**src/rtl/gpio_pkg.sv**
```systemverilog
package gpio_pkg;
  localparam int PORT_BITS = 8;

  typedef enum logic [1:0] {
    SEL_DATA = 2'd0,
    SEL_DIR  = 2'd1,
    SEL_PULL = 2'd2,
    SEL_AEN  = 2'd3
  } reg_sel_e;
endpackage

```
**src/rtl/gpio_rst_sync.sv**
```systemverilog
module gpio_rst_sync #(
  parameter int STAGES = 2
) (
  input  logic clk,
  input  logic rst_n,
  output logic rst_sync_n
);
  logic [STAGES-1:0] sync_q;
  logic [STAGES-1:0] sync_nxt;

  always_comb begin
    sync_nxt = {sync_q[STAGES-2:0], 1'b1};
  end

  always_ff @(posedge clk or negedge rst_n) begin
    if (!rst_n) sync_q <= '0;
    else        sync_q <= sync_nxt;
  end

  assign rst_sync_n = sync_q[STAGES-1];
endmodule

```
**src/rtl/gpio_port.sv**
```systemverilog
module gpio_port
  import gpio_pkg::*;
#(
  parameter logic [PORT_BITS-1:0] MASK = '1,
  parameter bit HAS_PULL = 1'b0,
  parameter bit HAS_AEN  = 1'b0
) (
  input  logic                 clk,
  input  logic                 rst_n,
  input  logic                 wr_data,
  input  logic                 wr_dir,
  input  logic                 wr_pull,
  input  logic                 wr_aen,
  input  logic [PORT_BITS-1:0] wdata,
  input  logic [PORT_BITS-1:0] pin_in,
  input  logic                 standby,
  output logic [PORT_BITS-1:0] rd_data,
  output logic [PORT_BITS-1:0] rd_dir,
  output logic [PORT_BITS-1:0] rd_pull,
  output logic [PORT_BITS-1:0] rd_aen,
  output logic [PORT_BITS-1:0] pad_out,
  output logic [PORT_BITS-1:0] pad_oe,
  output logic [PORT_BITS-1:0] pad_pu
);
  logic [PORT_BITS-1:0] data_q, data_nxt;
  logic [PORT_BITS-1:0] dir_q, dir_nxt;
  logic [PORT_BITS-1:0] pull_val;
  logic [PORT_BITS-1:0] aen_val;
  logic [PORT_BITS-1:0] blocked;
  logic [PORT_BITS-1:0] pin_seen;

  // next state with explicit clock enables
  always_comb begin
    data_nxt = wr_data ? (wdata & MASK) : data_q;
    dir_nxt  = wr_dir  ? (wdata & MASK) : dir_q;
  end

  always_ff @(posedge clk or negedge rst_n) begin
    if (!rst_n) begin
      data_q <= '0;
      dir_q  <= '0;
    end else begin
      data_q <= data_nxt;
      dir_q  <= dir_nxt;
    end
  end

  if (HAS_PULL) begin : g_pull
    logic [PORT_BITS-1:0] pull_q, pull_nxt;
    always_comb pull_nxt = wr_pull ? (wdata & MASK) : pull_q;
    always_ff @(posedge clk or negedge rst_n) begin
      if (!rst_n) pull_q <= '0;
      else        pull_q <= pull_nxt;
    end
    assign pull_val = pull_q;
  end else begin : g_nopull
    logic unused_pull_wr;
    assign unused_pull_wr = wr_pull;
    assign pull_val = '0;
  end

  if (HAS_AEN) begin : g_aen
    logic [PORT_BITS-1:0] aen_q, aen_nxt;
    always_comb aen_nxt = wr_aen ? (wdata & MASK) : aen_q;
    always_ff @(posedge clk or negedge rst_n) begin
      if (!rst_n) aen_q <= MASK;
      else        aen_q <= aen_nxt;
    end
    assign aen_val = aen_q;
  end else begin : g_noaen
    logic unused_aen_wr;
    assign unused_aen_wr = wr_aen;
    assign aen_val = '0;
  end

  // input buffer gating: analog selection or standby cut the pin off
  always_comb begin
    blocked  = aen_val | {PORT_BITS{standby}};
    pin_seen = pin_in & ~blocked & MASK;
    rd_data  = (dir_q & data_q) | (~dir_q & pin_seen);
  end

  assign rd_dir  = dir_q;
  assign rd_pull = pull_val;
  assign rd_aen  = aen_val;
  assign pad_out = data_q;
  assign pad_oe  = dir_q;
  assign pad_pu  = pull_val & ~dir_q;
endmodule

```
**src/rtl/gpio_bank.sv**
```systemverilog
module gpio_bank
  import gpio_pkg::*;
#(
  parameter int NUM_PORTS = 7,
  parameter logic [NUM_PORTS*PORT_BITS-1:0] PORT_MASKS =
    {8'h0F, 8'hFF, 8'h7F, 8'hFF, 8'hFF, 8'hFF, 8'hFF},
  parameter logic [NUM_PORTS-1:0] PULL_PORTS = 7'b0000011,
  parameter int ANALOG_PORT = 5,
  localparam int NPIN   = NUM_PORTS * PORT_BITS,
  localparam int PIDX_W = (NUM_PORTS > 1) ? $clog2(NUM_PORTS) : 1,
  localparam int ADDR_W = PIDX_W + 2
) (
  input  logic                 clk,
  input  logic                 rst_n,
  input  logic                 bus_sel,
  input  logic                 bus_wr,
  input  logic [ADDR_W-1:0]    bus_addr,
  input  logic [PORT_BITS-1:0] bus_wdata,
  output logic [PORT_BITS-1:0] bus_rdata,
  input  logic                 standby,
  input  logic [NPIN-1:0]      pad_in,
  output logic [NPIN-1:0]      pad_out,
  output logic [NPIN-1:0]      pad_oe,
  output logic [NPIN-1:0]      pad_pu
);
  logic                rst_core_n;
  logic [PIDX_W-1:0]   port_idx;
  reg_sel_e            reg_sel;
  logic                wr_hit;

  logic [PORT_BITS-1:0] rd_data_a [NUM_PORTS];
  logic [PORT_BITS-1:0] rd_dir_a  [NUM_PORTS];
  logic [PORT_BITS-1:0] rd_pull_a [NUM_PORTS];
  logic [PORT_BITS-1:0] rd_aen_a  [NUM_PORTS];

  gpio_rst_sync #(.STAGES(2)) u_rst_sync (
    .clk        (clk),
    .rst_n      (rst_n),
    .rst_sync_n (rst_core_n)
  );

  assign port_idx = bus_addr[ADDR_W-1:2];
  assign reg_sel  = reg_sel_e'(bus_addr[1:0]);
  assign wr_hit   = bus_sel & bus_wr;

  for (genvar p = 0; p < NUM_PORTS; p++) begin : g_port
    logic hit;
    assign hit = wr_hit && (int'(port_idx) == p);

    gpio_port #(
      .MASK     (PORT_MASKS[p*PORT_BITS +: PORT_BITS]),
      .HAS_PULL (PULL_PORTS[p]),
      .HAS_AEN  (p == ANALOG_PORT)
    ) u_port (
      .clk     (clk),
      .rst_n   (rst_core_n),
      .wr_data (hit && (reg_sel == SEL_DATA)),
      .wr_dir  (hit && (reg_sel == SEL_DIR)),
      .wr_pull (hit && (reg_sel == SEL_PULL)),
      .wr_aen  (hit && (reg_sel == SEL_AEN)),
      .wdata   (bus_wdata),
      .pin_in  (pad_in[p*PORT_BITS +: PORT_BITS]),
      .standby (standby),
      .rd_data (rd_data_a[p]),
      .rd_dir  (rd_dir_a[p]),
      .rd_pull (rd_pull_a[p]),
      .rd_aen  (rd_aen_a[p]),
      .pad_out (pad_out[p*PORT_BITS +: PORT_BITS]),
      .pad_oe  (pad_oe[p*PORT_BITS +: PORT_BITS]),
      .pad_pu  (pad_pu[p*PORT_BITS +: PORT_BITS])
    );
  end

  // read return, selected by port index and register select
  always_comb begin
    bus_rdata = '0;
    for (int p = 0; p < NUM_PORTS; p++) begin
      if (bus_sel && (int'(port_idx) == p)) begin
        case (reg_sel)
          SEL_DATA: bus_rdata = rd_data_a[p];
          SEL_DIR:  bus_rdata = rd_dir_a[p];
          SEL_PULL: bus_rdata = rd_pull_a[p];
          default:  bus_rdata = rd_aen_a[p];
        endcase
      end
    end
  end
endmodule

```
**config.mk**
```make
export PLATFORM = sky130hd
export DESIGN_NAME = gpio_bank
export DESIGN_NICKNAME = d
export VERILOG_FILES = /design/src/rtl/gpio_pkg.sv /design/src/rtl/gpio_rst_sync.sv /design/src/rtl/gpio_port.sv /design/src/rtl/gpio_bank.sv
export SDC_FILE = /design/constraint.sdc
export NUM_CORES = 1
export LEC_CHECK = 0
export BUFFER_PORTS_ARGS = -buffer_cell sky130_fd_sc_hd__buf_4
export CAP_MARGIN = 25
export CORE_ASPECT_RATIO = 0.5
export CORE_UTILIZATION = 55
export DETAILED_ROUTE_END_ITERATION = 16
export PLACE_DENSITY = 0.86
export SYNTH_ARGS = -nofsm -noshare
export SYNTH_HDL_FRONTEND = slang
export SYNTH_SLANG_ARGS = --single-unit
```
**constraint.sdc**
```tcl
create_clock -name clk -period 6.4 [get_ports clk]
set_clock_uncertainty 0.2 [all_clocks]
set_input_delay 0.32 -clock clk [delete_from_list [all_inputs] [get_ports clk]]
set_output_delay 0.32 -clock clk [all_outputs]
set_load 0.05 [all_outputs]
```
* Word-level counts from Yosys, hierarchy flattened
Index checks and enable logic that the tools add are counted. Widths: inputs -> output; s select.
Word-level totals: register bits after elaboration 128, input port bits 74, output and inout bits 176, logic and storage cells 115
Operators by class: equal/unequal tests 9, multiplexer cells 14, bitwise gates (word level) 41, reductions and logical operators 33
Operators with widths (number):
- $and 8x8->8 | 17
- $pmux 8 s3 | 3
- $or 8x8->8 | 8
- $pmux 8 s2 | 4
- $mux 8 | 7
- $not 8->8 | 7
- $logic_and 1x1->1 | 31
- $and 7x7->7 | 2
- $eq 3x3->1 const B | 4
- $and 4x4->4 | 2
- $and 8x4->8 | 1
- $and 8x7->8 | 1
- $not 4->8 | 1
- $not 7->8 | 1
- $eq 3x2->1 const B | 2
- $eq 2x2->1 const B | 2
- $logic_not 3->1 | 1
- $eq 2x1->1 const B | 1
- $logic_not 2->1 | 1
- $and 1x1->1 | 1

* Logic depth before layout (Yosys ltp)
Gate-level depths: netlist (run 1).
depth in word-level cells 12, mapped depth 8, gate-level depth less buffers 5

* Hierarchy
From an unflattened synthesis (run 1), not the netlist that was laid out.
Unflattened totals: cell total of the unflattened synthesis 835, area, all modules 9778.1 sq um
By module, submodules not included:
- gpio_port at g_port[0].u_port ... | times used 2, cells an instance 95, area an instance 1276.2 sq um, sequential area each 600.6 sq um
- gpio_bank | times used 1, cells an instance 199, area an instance 2152.1 sq um, sequential area each 0.0 sq um
- gpio_port at g_port[2].u_port ... | times used 2, cells an instance 91, area an instance 1027.2 sq um, sequential area each 400.4 sq um
- gpio_port at g_port[5].u_port | times used 1, cells an instance 101, area an instance 1326.3 sq um, sequential area each 610.6 sq um
- gpio_port at g_port[4].u_port | times used 1, cells an instance 87, area an instance 954.7 sq um, sequential area each 350.3 sq um
- gpio_port at g_port[6].u_port | times used 1, cells an instance 73, area an instance 684.4 sq um, sequential area each 200.2 sq um
- gpio_rst_sync | times used 1, cells an instance 3, area an instance 53.8 sq um, sequential area each 50.0 sq um

* Worst setup path before layout (run 1)
OpenSTA, ideal clock, no wires.
kind register -> output, from reg g_port[0].u_port.dir_q[6], to out bus_rdata[6], arrival time 2519 ps, required time 5880 ps, path slack 3361 ps, cell stages (with the launch flop) 6, path buffers 0, cell sequence dfrtp_1 or4b_1 a21oi_1 o21ai_0 a311o_1 a31oi_1
On the way: cells in the longest elaborated chain, start to end 11, elaborated cells between the ends (all ways) 12, those cells by class 8 x mux; 4 x bitwise
RTL lines:
- start: declaration | RTL line gpio_port.sv:26 | logic [PORT_BITS-1:0] dir_q, dir_nxt;
- start signal: assignment | RTL line gpio_port.sv:44 | dir_q <= dir_nxt;
- $not 8->8 | RTL line gpio_port.sv:80 | rd_data = (dir_q & data_q) | (~dir_q & pin_seen);
- $and 8x8->8 | RTL line gpio_port.sv:80
- $or 8x8->8 | RTL line gpio_port.sv:80
- $pmux 8 s3 * | RTL line gpio_bank.sv:79 | case (reg_sel)
- $mux 8 * (7 in a row) | RTL line gpio_bank.sv:78 | if (bus_sel && (int'(port_idx) == p)) begin
- end: declaration | RTL line gpio_bank.sv:19 | output logic [PORT_BITS-1:0] bus_rdata,
Every way passes the cells marked *; elsewhere a longest branch is shown, timed or not.

* Worst setup path in the final report (run 1)
from in bus_addr[1], to out bus_rdata[1]
On the way: cells in the longest elaborated chain, start to end 9, elaborated cells between the ends (all ways) 17, those cells by class 2 x eq/ne; 14 x mux; 1 x reduce/logical
RTL lines:
- start: declaration | RTL line gpio_bank.sv:17 | input logic [ADDR_W-1:0] bus_addr,
- $eq 2x2->1, or another cell as far along | RTL line gpio_bank.sv:79
- $pmux 8 s3 | RTL line gpio_bank.sv:79
- $mux 8 (6 in a row) | RTL line gpio_bank.sv:78
- $mux 8 * | RTL line gpio_bank.sv:78
Marks and branches as above.

==> reports/metrics.yaml, run 1 <==
grt_pass1_wl_mm: 32.7
io_buffers: 194
firstDrtPassIters: 6
htreeDepth: 4
pwr_density_cell_mw_per_mm2: 321
cts-root-buf: "clkbuf_16"
nNetsFinal: 904
drt-wirelength-per-cell_um: 21.8
synth-async-reset-ratio_pct: 100
antenna_found_initial: 0
ys_warn_count: 0
worstPathMaxFanout: 56
cap_violations: 0
power.total_mw: 2.89
core_mm2: 0.0122
clock_latency_ns: 0.42
synth_edf_count: 0
whs_ns: 0.0258
drt_iter0_markers: 648
clk_path_buf_depth: 2
gr-usage-all-layers_pct: 33.0
fin_crit_sh_pct: 54.0
wl_mm: 21.9
comb_power_share_pct: 31.8
cts_tree: "yes"
fin_tns_setup_ns: 0
p_int_mw: 1.79
arrival_ns: 2.94
grt_overflow: 0
postSynthAreaPerCell_um2: 10.9
critPathLaunchType: "input pin"
post-place-ws_ns: 3.13
cp_slowest_stage_delay_ns: 0.52
peakVddDrop_v: 0.000172
clk_pin_slew_ns: 0.06
place.gp.congestion: 0.859
initial_utilization_pct: 58.2
drive_gt1_share_pct: 44.9
fin_crit_ns: 3.46
critical-path-slowest-cell: "buf_4"
rows: 28
cts_resized: 0
critPathTopFamily: "buffers and inverters"
io_pins: 250
crit_top_cell: "buf_4"
cts_buffers: 17
hpwl_mm: 15.0
setup_viol: 0
die-height_um: 82.2
rsz0062_at_grt: "false"
crit_path_end_kind: "output pin"
synth_top_area_share_pct: 42.4
vias: 6298
seq_area_frac_synth_pct: 45.4
die_area_mm2: 0.0134
ys_ff_latch: 128
ys_types: 68
path_cells: "buf_4 > inv_1 > buf_4 > nand2_1 > o31ai_1 > nor4_1 > o21ai_1 > buf_4"
hp-class: "input pin to asynchronous set/reset pin"
crit_type: "input pin to output pin"
worst-path-buf-inv: 4
place_area_mm2: 0.00841
cts_sinks: 128
hold_violations: 0
pwr-share-seq_pct: 35.9
syn_inst: 647
die_x_um: 162
worst_slew_pin_slew_ns: 0.980
insertedDiodeCount: 0
swShare_pct: 38.1
ant_nets: 0
crit_required_ns: 5.88
worst_slack_ns: 2.94
yosys_most_used_dff: "dfrtp_1"
via_per_inst: 6.25
status: "complete, no violations"
syn_to_final_growth_pct: 27.5
ys_top_cells_by_area: "dfrtp_1, mux2_2, buf_4, a21oi_1, dfstp_2"
holdBufCountCts: 2
max_slew_margin_pct: 34.5
power_frac_clock_pct: 32.3
synth_area_leader_cell: "dfrtp_1"
cts_setup_buffers: 0
fin_area_mm2: 0.00902
power.switching_mw: 1.10
drc_errors: 0
netlist_area_mm2: 0.00708
timing.fmax_mhz: 289
p_leak_nw: 4.33
grt_pass1_vias: 5955
grt_max_degree: 83
finalMaxSlewViolations: 0
final timing paths:
kind | start | end | slack [ns] | cells past startpoint
worst min-delay path | rst_n | u_rst_sync.sync_q[0] | 0.03 | 2
max in group asynchronous | u_rst_sync.sync_q[1] | g_port[5].u_port.rd_aen[3] | 4.65 | 2
worst max register to register | u_rst_sync.sync_q[1] | g_port[5].u_port.rd_aen[3] | 4.65 | 2
worst min register to register | u_rst_sync.sync_q[1] | g_port[1].u_port.pad_oe[4] | 0.13 | 0
worst max-delay path | bus_addr[1] | bus_rdata[1] | 2.94 | 8
min in group clk | bus_wdata[5] | g_port[2].u_port.pad_oe[5] | 0.06 | 2
cells in the mapped netlist, types with 3 or more instances:
master,n
nor3b_1,12
o31ai_1,8
o221ai_1,4
clkbuf_1,16
nand3b_1,6
mux2_2,123
a32oi_1,3
nor2_1,31
a2111oi_0,4
nand2_1,26
nor2b_1,18
inv_1,9
dfrtp_1,120
nor4b_1,7
or4b_1,4
o21a_1,4
o211ai_1,10
a31oi_1,11
a221oi_1,4
o211a_1,3
nand3_1,6
a211oi_1,5
dfstp_2,8
nor4_1,3
a21oi_1,45
buf_4,52
o21ai_0,29
a211o_1,3
buf_2,15
nor2_2,6
nor3_1,4
power by group through the flow:
stage / logic (mW) / clock network [mW] / registers [mW]
6_report: 0.921 / 0.935 / 1.04
5_1_grt: 0.957 / 0.971 / 1.05
4_1_cts: 0.917 / 0.937 / 1.04
3_5_place_dp: 0.911 / 0 / 1.05
3_3_place_gp: 0.897 / 0 / 1.04
2_1_floorplan: 0.362 / 0 / 1.33
cell families after synthesis:
kind of cell | after synthesis | synth area share (%)
compound gates | 152 | 14.0
simple gates | 145 | 12.5
flops | 128 | 45.4
mux | 125 | 19.9
buf+inv | 95 | 8.17
other cells | 2 | 0.106
layout make-up:
type                            count  area (um2)
Timing Repair Buffer              200        1530
Inverter                           10        37.5
Fill cell                         824        3140
Sequential cell                   128        3220
Tap cell                          165         206
Clock buffer                       20         447
Clock inverter                     11         116
Multi-Input combinational cell    473        3470
layout by cell type (no fill, tap or decap), drive strengths merged, types with 4 or more instances in the layout:
cell     instances
a211oi           5
buf            198
nor4b            7
o221ai           4
a2111oi          4
a221oi           4
mux2           123
nor4             4
nor2            37
clkbuf          20
o21a             4
o31ai            8
or4b             4
o21ai           30
conb            51
dfrtp          120
nor2b           18
nand3b           6
a31oi           11
a21oi           45
o211ai          10
nor3b           13
inv              9
clkinv           7
nand3            8
dfstp            8
nor3             8
nand2           28
registers in the layout (all words and copies together), names as in the netlist:
register and flops:
g_port.u_port.pad_oe 51, g_port.u_port.pad_out 51, g_port.u_port.rd_aen 8, g_port.u_port.rd_pull 16
u_rst_sync.sync_q 2
routing by layer:
metal | wire [um] | global-route usage [%] | up-vias
li1 | - | - | 2658
met1 | 8630 | 43.0 | 3100
met2 | 10300 | 52.6 | 467
met3 | 2430 | 9.39 | 73
met4 | 508 | 13.1 | 0
met5 | 0 | 0 | -
metrics by stage:
stage,instances,util [%]
after floorplan,696,-
after global placement,973,69.2
after detailed placement,973,69.2
after CTS,1006,74.0
after global routing,1007,74.2
final,1007,74.2
Note: power is estimated with default switching activity, not from simulation.
==> inputs of run 2 (changes only) <==
--- a/config.mk
+++ b/config.mk
@@ -8,9 +8,9 @@
 export BUFFER_PORTS_ARGS = -buffer_cell sky130_fd_sc_hd__buf_4
 export CAP_MARGIN = 25
 export CORE_ASPECT_RATIO = 0.5
-export CORE_UTILIZATION = 55
+export CORE_UTILIZATION = 51
 export DETAILED_ROUTE_END_ITERATION = 16
-export PLACE_DENSITY = 0.86
+export PLACE_DENSITY = 0.8
 export SYNTH_ARGS = -nofsm -noshare
 export SYNTH_HDL_FRONTEND = slang
 export SYNTH_SLANG_ARGS = --single-unit
==> constraint.sdc (replaced) <==
create_clock -name clk -period 3.5 [get_ports clk]
set_clock_uncertainty 0.2 [all_clocks]
set_input_delay 0.175 -clock clk [delete_from_list [all_inputs] [get_ports clk]]
set_output_delay 0.175 -clock clk [all_outputs]
set_load 0.05 [all_outputs]
==> reports/metrics.yaml, run 2 (same netlist as run 1, synthesis figures left out) <==
status: "complete, no violations"  # unchanged
met2_usage_pct: 49.2  # was 52.6%
finalMaxSlewViolations: 0  # unchanged
num-fill-cells: 989  # was 824
pwr_density_cell_mw_per_mm2: 576  # was 321 mW/mm2
wl_mm: 22.3  # was 21.9 mm
rows: 29  # was 28
crit_type: "flip-flop to output pin"  # was input pin to output pin
whs_ns: 0.128  # was 0.0258 ns
crit_path_end_kind: "output pin"  # unchanged
drc_errors: 0  # unchanged
setup_viol: 0  # unchanged
ant_nets: 0  # unchanged
grtUsageMet1_pct: 42.1  # was 43.0%
final_cell_mix: "buf_4, mux2_2, dfrtp_1"  # unchanged
arrival_ns: 2.45  # was 2.94 ns
cts_sinks: 128  # unchanged
worstSetupStartpoint: "g_port[0].u_port.pad_oe[6]"  # was bus_addr[1]
htreeDepth: 4  # unchanged
grt_overflow: 0  # unchanged
timing.fmax_mhz: 354
rsz0062_at_grt: "false"  # unchanged
nNetsFinal: 918  # was 904
max_slew_margin_pct: 41.5  # was 34.5%
cts_buffers: 17  # unchanged
grt.busiest_layer: "met2"  # unchanged
worst-path-buf-inv: 1  # was 4
grt_pass1_vias: 6143  # was 5955
hp-class: "flip-flop to asynchronous set/reset pin"  # was input pin to asynchronous set/reset pin
cts_resized: 0  # unchanged
worst_slack_ns: 0.675  # was 2.94 ns
io_buffers: 194  # unchanged
peakVddDrop_v: 0.000338  # was 0.000172 V
gr-usage-all-layers_pct: 31.0  # was 33.0%
cts_tree: "yes"  # unchanged
core_mm2: 0.0131  # was 0.0122 mm2
drt-wirelength-per-cell_um: 21.4  # was 21.8 um
cp_slowest_stage_delay_ns: 0.51  # was 0.52 ns
cap_violations: 0  # unchanged
final_common_cell: "buf_4"  # unchanged
critical-path-slowest-cell: "or4b_1"  # was buf_4
antenna_found_initial: 0  # unchanged
cts_setup_buffers: 0  # unchanged
grt_max_degree: 84  # was 83
post-place-ws_ns: 0.867  # was 3.13 ns
grt_pass1_wl_mm: 33.8  # was 32.7 mm
insertedDiodeCount: 0  # unchanged
critPathLaunchType: "flip-flop"  # was input pin
final_cells: 1043  # was 1007
multiInputGateArea_mm2: 0.00347  # unchanged
layout.area.seq_mm2: 0.00322  # unchanged
path_cells: "or4b_1 > a21oi_1 > o21ai_0 > a311o_1 > a31oi_1 > buf_4"  # was buf_4 > inv_1 > buf_4 > nand2_1 > o31ai_1 > nor4_1 > o21ai_1 > buf_4
fin_crit_ns: 2.83
initial_utilization_pct: 54.0  # was 58.2%
io_pins: 250  # unchanged
fin_tns_setup_ns: 0  # unchanged
crit_required_ns: 3.12  # was 5.88 ns
die_area_mm2: 0.0144  # was 0.0134 mm2
die-height_um: 85.3  # was 82.2 um
via_per_inst: 6.02  # was 6.25
clk_path_buf_depth: 2  # unchanged
syn_to_final_growth_pct: 29.3  # was 27.5%
placed_cells_incl_taps: 1001  # was 973
drive_gt1_share_pct: 44.8  # was 44.9%
power.total_mw: 5.27  # was 2.89 mW
worstPathMaxFanout: 5  # was 56
fin_crit_sh_pct: 80.7
grt_util_met3_pct: 7.32  # was 9.39%
worst_slew_pin_slew_ns: 0.871  # was 0.980 ns
critPathTopFamily: "compound AO/OA/AOI/OAI gates"  # was buffers and inverters
die_x_um: 169  # was 162 um
hpwl_mm: 15.4  # was 15.0 mm
place.gp.congestion: 0.857  # was 0.859
clk_pin_slew_ns: 0.06  # about the same
vias: 6282  # was 6298
r2r-start: "u_rst_sync.sync_q[1]"  # unchanged
firstDrtPassIters: 5  # was 6
drt_iter0_markers: 565  # was 648
p_leak_nw: 4.39  # was 4.33 nW
hold_violations: 0  # unchanged
clock_latency_ns: 0.42  # about the same
cts-root-buf: "clkbuf_16"  # unchanged
[run 2: cell count changes in the layout (fill, tap and decap cells not counted)]
cell / change
buf_12: +1
buf_16: -1
buf_4: +6
bufinv_16: -1
clkbuf_1: +1
clkbuf_8: +1
clkinvlp_4: -1
dlygate4sd3_1: +8
inv_6: +1
[run 2: what timing repair did]
action / 4_1_cts / 5_1_grt
endpoints found under the setup margin: 0 / 0
hold endpoints to repair: 128 / 0
hold buffers: 10 / 0
[run 2: metal layers]
layer | routed length (um) | up-vias
met4 | 399 | 0
met3 | 2030 | 51
met1 | 9200 | 3170
met2 | 10700 | 368
met5 | 0 | -
li1 | - | 2693
[run 2: final timing paths]
kind | end | slack (ns) | cells past startpoint
setup / recovery | bus_rdata[6] | 0.67 | 6
hold / removal | g_port[1].u_port.pad_oe[4] | 0.13 | 0
setup reg to reg | g_port[5].u_port.rd_aen[0] | 2.07 | 1
hold reg to reg | g_port[1].u_port.pad_oe[4] | 0.13 | 0
max in group asynchronous | g_port[5].u_port.rd_aen[0] | 2.07 | 1
min in group clk | g_port[2].u_port.pad_oe[7] | 0.15 | 3
[run 2: area by class of cell]
type / instances / share of cell area (%)
multi-input cells: 473 / 37.9
flip-flops and latches: 128 / 35.1
repair buffers: 214 / 18.0
clock buffers: 22 / 5.07
well taps: 186 / 2.54
clock inverters: 10 / 0.957
inverters: 10 / 0.410
[run 2: power by group]
group          internal [mW]  leakage, nW  switching [mW]
clock network           1.01        0.270           0.671
registers               1.69         1.67           0.206
logic                  0.538         2.45            1.15
total                   3.24         4.39            2.03
[run 2: metrics by stage]
step	instance area, um2	util (%)
global placement	8500	64.9
global route	9150	69.9
floorplan	7260	-
finish	9150	69.9
detailed placement	8500	64.9
CTS	9150	69.9
==> inputs of run 3 (changes only) <==
--- a/config.mk
+++ b/config.mk
@@ -8,9 +8,9 @@
 export BUFFER_PORTS_ARGS = -buffer_cell sky130_fd_sc_hd__buf_4
 export CAP_MARGIN = 25
 export CORE_ASPECT_RATIO = 0.5
-export CORE_UTILIZATION = 51
+export CORE_UTILIZATION = 46
 export DETAILED_ROUTE_END_ITERATION = 16
-export PLACE_DENSITY = 0.8
+export PLACE_DENSITY = 0.77
 export SYNTH_ARGS = -nofsm -noshare
 export SYNTH_HDL_FRONTEND = slang
 export SYNTH_SLANG_ARGS = --single-unit
==> constraint.sdc (replaced) <==
create_clock -name clk -period 2.43 [get_ports clk]
set_clock_uncertainty 0.2 [all_clocks]
set_input_delay 0.1215 -clock clk [delete_from_list [all_inputs] [get_ports clk]]
set_output_delay 0.1215 -clock clk [all_outputs]
set_load 0.05 [all_outputs]
==> reports/metrics.yaml, run 3 (same netlist as run 1, synthesis figures left out) <==
status: "complete, but fails checks"  # was complete, no violations
violations: "negative setup slack"
num-fill-cells: 1117  # was 989
crit_type: "flip-flop to output pin"  # unchanged
drive_gt1_share_pct: 48.9  # was 44.8%
critPathTopFamily: "compound AO/OA/AOI/OAI gates"  # unchanged
fin_crit_ns: 2.54
r2r-start: "u_rst_sync.sync_q[1]"  # unchanged
hp-class: "flip-flop to asynchronous set/reset pin"  # unchanged
firstDrtPassIters: 5  # unchanged
grt_pass1_vias: 6314  # was 6143
drt-wirelength-per-cell_um: 21.5  # was 21.4 um
grt_overflow: 0  # unchanged
final_cells: 1086  # was 1043
initial_utilization_pct: 48.0  # was 54.0%
cts_buffers: 17  # unchanged
syn_to_final_growth_pct: 36.9  # was 29.3%
power.total_mw: 8.10  # was 5.27 mW
insertedDiodeCount: 0  # unchanged
drt_iter0_markers: 600  # was 565
max_slew_margin_pct: 58.9  # was 41.5%
fin_crit_sh_pct: 105
io_buffers: 194  # unchanged
crit_required_ns: 2.11  # was 3.12 ns
drc_errors: 0  # unchanged
cap_violations: 0  # unchanged
worstSetupStartpoint: "g_port[0].u_port.pad_oe[6]"  # unchanged
final_common_cell: "buf_4"  # unchanged
arrival_ns: 2.22  # was 2.45 ns
place.gp.congestion: 0.881  # was 0.857
hpwl_mm: 16.6  # was 15.4 mm
clock_latency_ns: 0.43  # was 0.42 ns
cp_slowest_stage_delay_ns: 0.52  # was 0.51 ns
worstPathMaxFanout: 2  # was 5
pwr_density_cell_mw_per_mm2: 836  # was 576 mW/mm2
post-place-ws_ns: 0.206  # was 0.867 ns
die_x_um: 177  # was 169 um
worst-path-buf-inv: 1  # unchanged
core_mm2: 0.0147  # was 0.0131 mm2
nNetsFinal: 949  # was 918
grt_max_degree: 45  # was 84
worst_slack_ns: -0.110  # was 0.675 ns
worst_slew_pin_slew_ns: 0.614  # was 0.871 ns
wl_mm: 23.4  # was 22.3 mm
final_cell_mix: "buf_4, mux2_2, dfrtp_1"  # unchanged
io_pins: 250  # unchanged
critPathLaunchType: "flip-flop"  # unchanged
via_per_inst: 5.88  # was 6.02
finalMaxSlewViolations: 0  # unchanged
rows: 31  # was 29
placed_cells_incl_taps: 1040  # was 1001
fin_area_mm2: 0.00969  # was 0.00915 mm2
die_area_mm2: 0.0159  # was 0.0144 mm2
cts_tree: "yes"  # unchanged
crit_path_end_kind: "output pin"  # unchanged
fin_tns_setup_ns: -0.184  # was 0 ns
hold_violations: 0  # unchanged
critical-path-slowest-cell: "or4b_1"  # unchanged
clk_path_buf_depth: 2  # unchanged
clk_pin_slew_ns: 0.06  # about the same
timing.fmax_mhz: 394
cts_sinks: 128  # unchanged
gr-usage-all-layers_pct: 29.5  # was 31.0%
vias: 6389  # was 6282
antenna_found_initial: 0  # unchanged
setup_viol: 2  # was 0
rsz0062_at_grt: "true"  # was false
ant_nets: 0  # unchanged
path_cells: "or4b_1 > a21oi_2 > o21ai_1 > a311o_1 > a31oi_4 > buf_6"  # was or4b_1 > a21oi_1 > o21ai_0 > a311o_1 > a31oi_1 > buf_4
htreeDepth: 4  # unchanged
grt_pass1_wl_mm: 35.6  # was 33.8 mm
peakVddDrop_v: 0.000468  # was 0.000338 V
place_area_mm2: 0.00880  # was 0.00850 mm2
p_leak_nw: 4.62  # was 4.39 nW
die-height_um: 89.7  # was 85.3 um
cts-root-buf: "clkbuf_16"  # unchanged
run 3: final timing paths:
kind | end | slack, ns | cells after the start
setup / recovery | bus_rdata[6] | -0.11 | 6
hold / removal | g_port[0].u_port.rd_pull[4] | 0.009 | 0
setup reg to reg | g_port[5].u_port.rd_aen[5] | 1.28 | 1
hold reg to reg | g_port[0].u_port.rd_pull[4] | 0.009 | 0
max in group asynchronous | g_port[5].u_port.rd_aen[5] | 1.28 | 1
min in group clk | g_port[1].u_port.rd_pull[2] | 0.05 | 4
run 3: what timing repair did:
item                       in CTS  in global routing
resized for setup               8                 17
hold endpoints to repair      128                  0
setup endpoints to repair       4                  7
setup buffers                   4                  0
hold buffers                   10                  0
pin swaps                       4                  4
run 3: per-stage QoR:
step	hold WS (ns)	utilization (%)
6_report	0.00932	65.7
5_1_grt	0.0337	65.7
4_1_cts	0.0184	65.2
3_5_place_dp	-0.294	59.7
3_3_place_gp	-0.295	59.7
2_1_floorplan	-0.374	-
run 3: layout make-up:
cell class,instances,area (um2),area share [%]
multi-input cells,473,3610,37.3
flip-flops and latches,128,3220,33.2
repair buffers,245,1930,19.9
clock buffers,19,433,4.47
well taps,198,248,2.56
clock inverters,13,213,2.20
inverters,10,37.5,0.387
run 3: metal layers:
layer	wire, um	share of wire, %	up-vias	global-route usage, %
li1	-	-	2750	-
met4	463	2.0	0	11.5
met2	10900	46	370	44.3
met5	0	0	-	0
met3	2070	8.8	52	7.19
met1	9990	43	3217	40.8
run 3: power breakdown:
group / leakage [nW] / internal (mW) / switching (mW)
Clock: 0.304 / 1.83 / 1.00
Sequential: 1.66 / 2.44 / 0.293
Combinational: 2.65 / 0.825 / 1.72
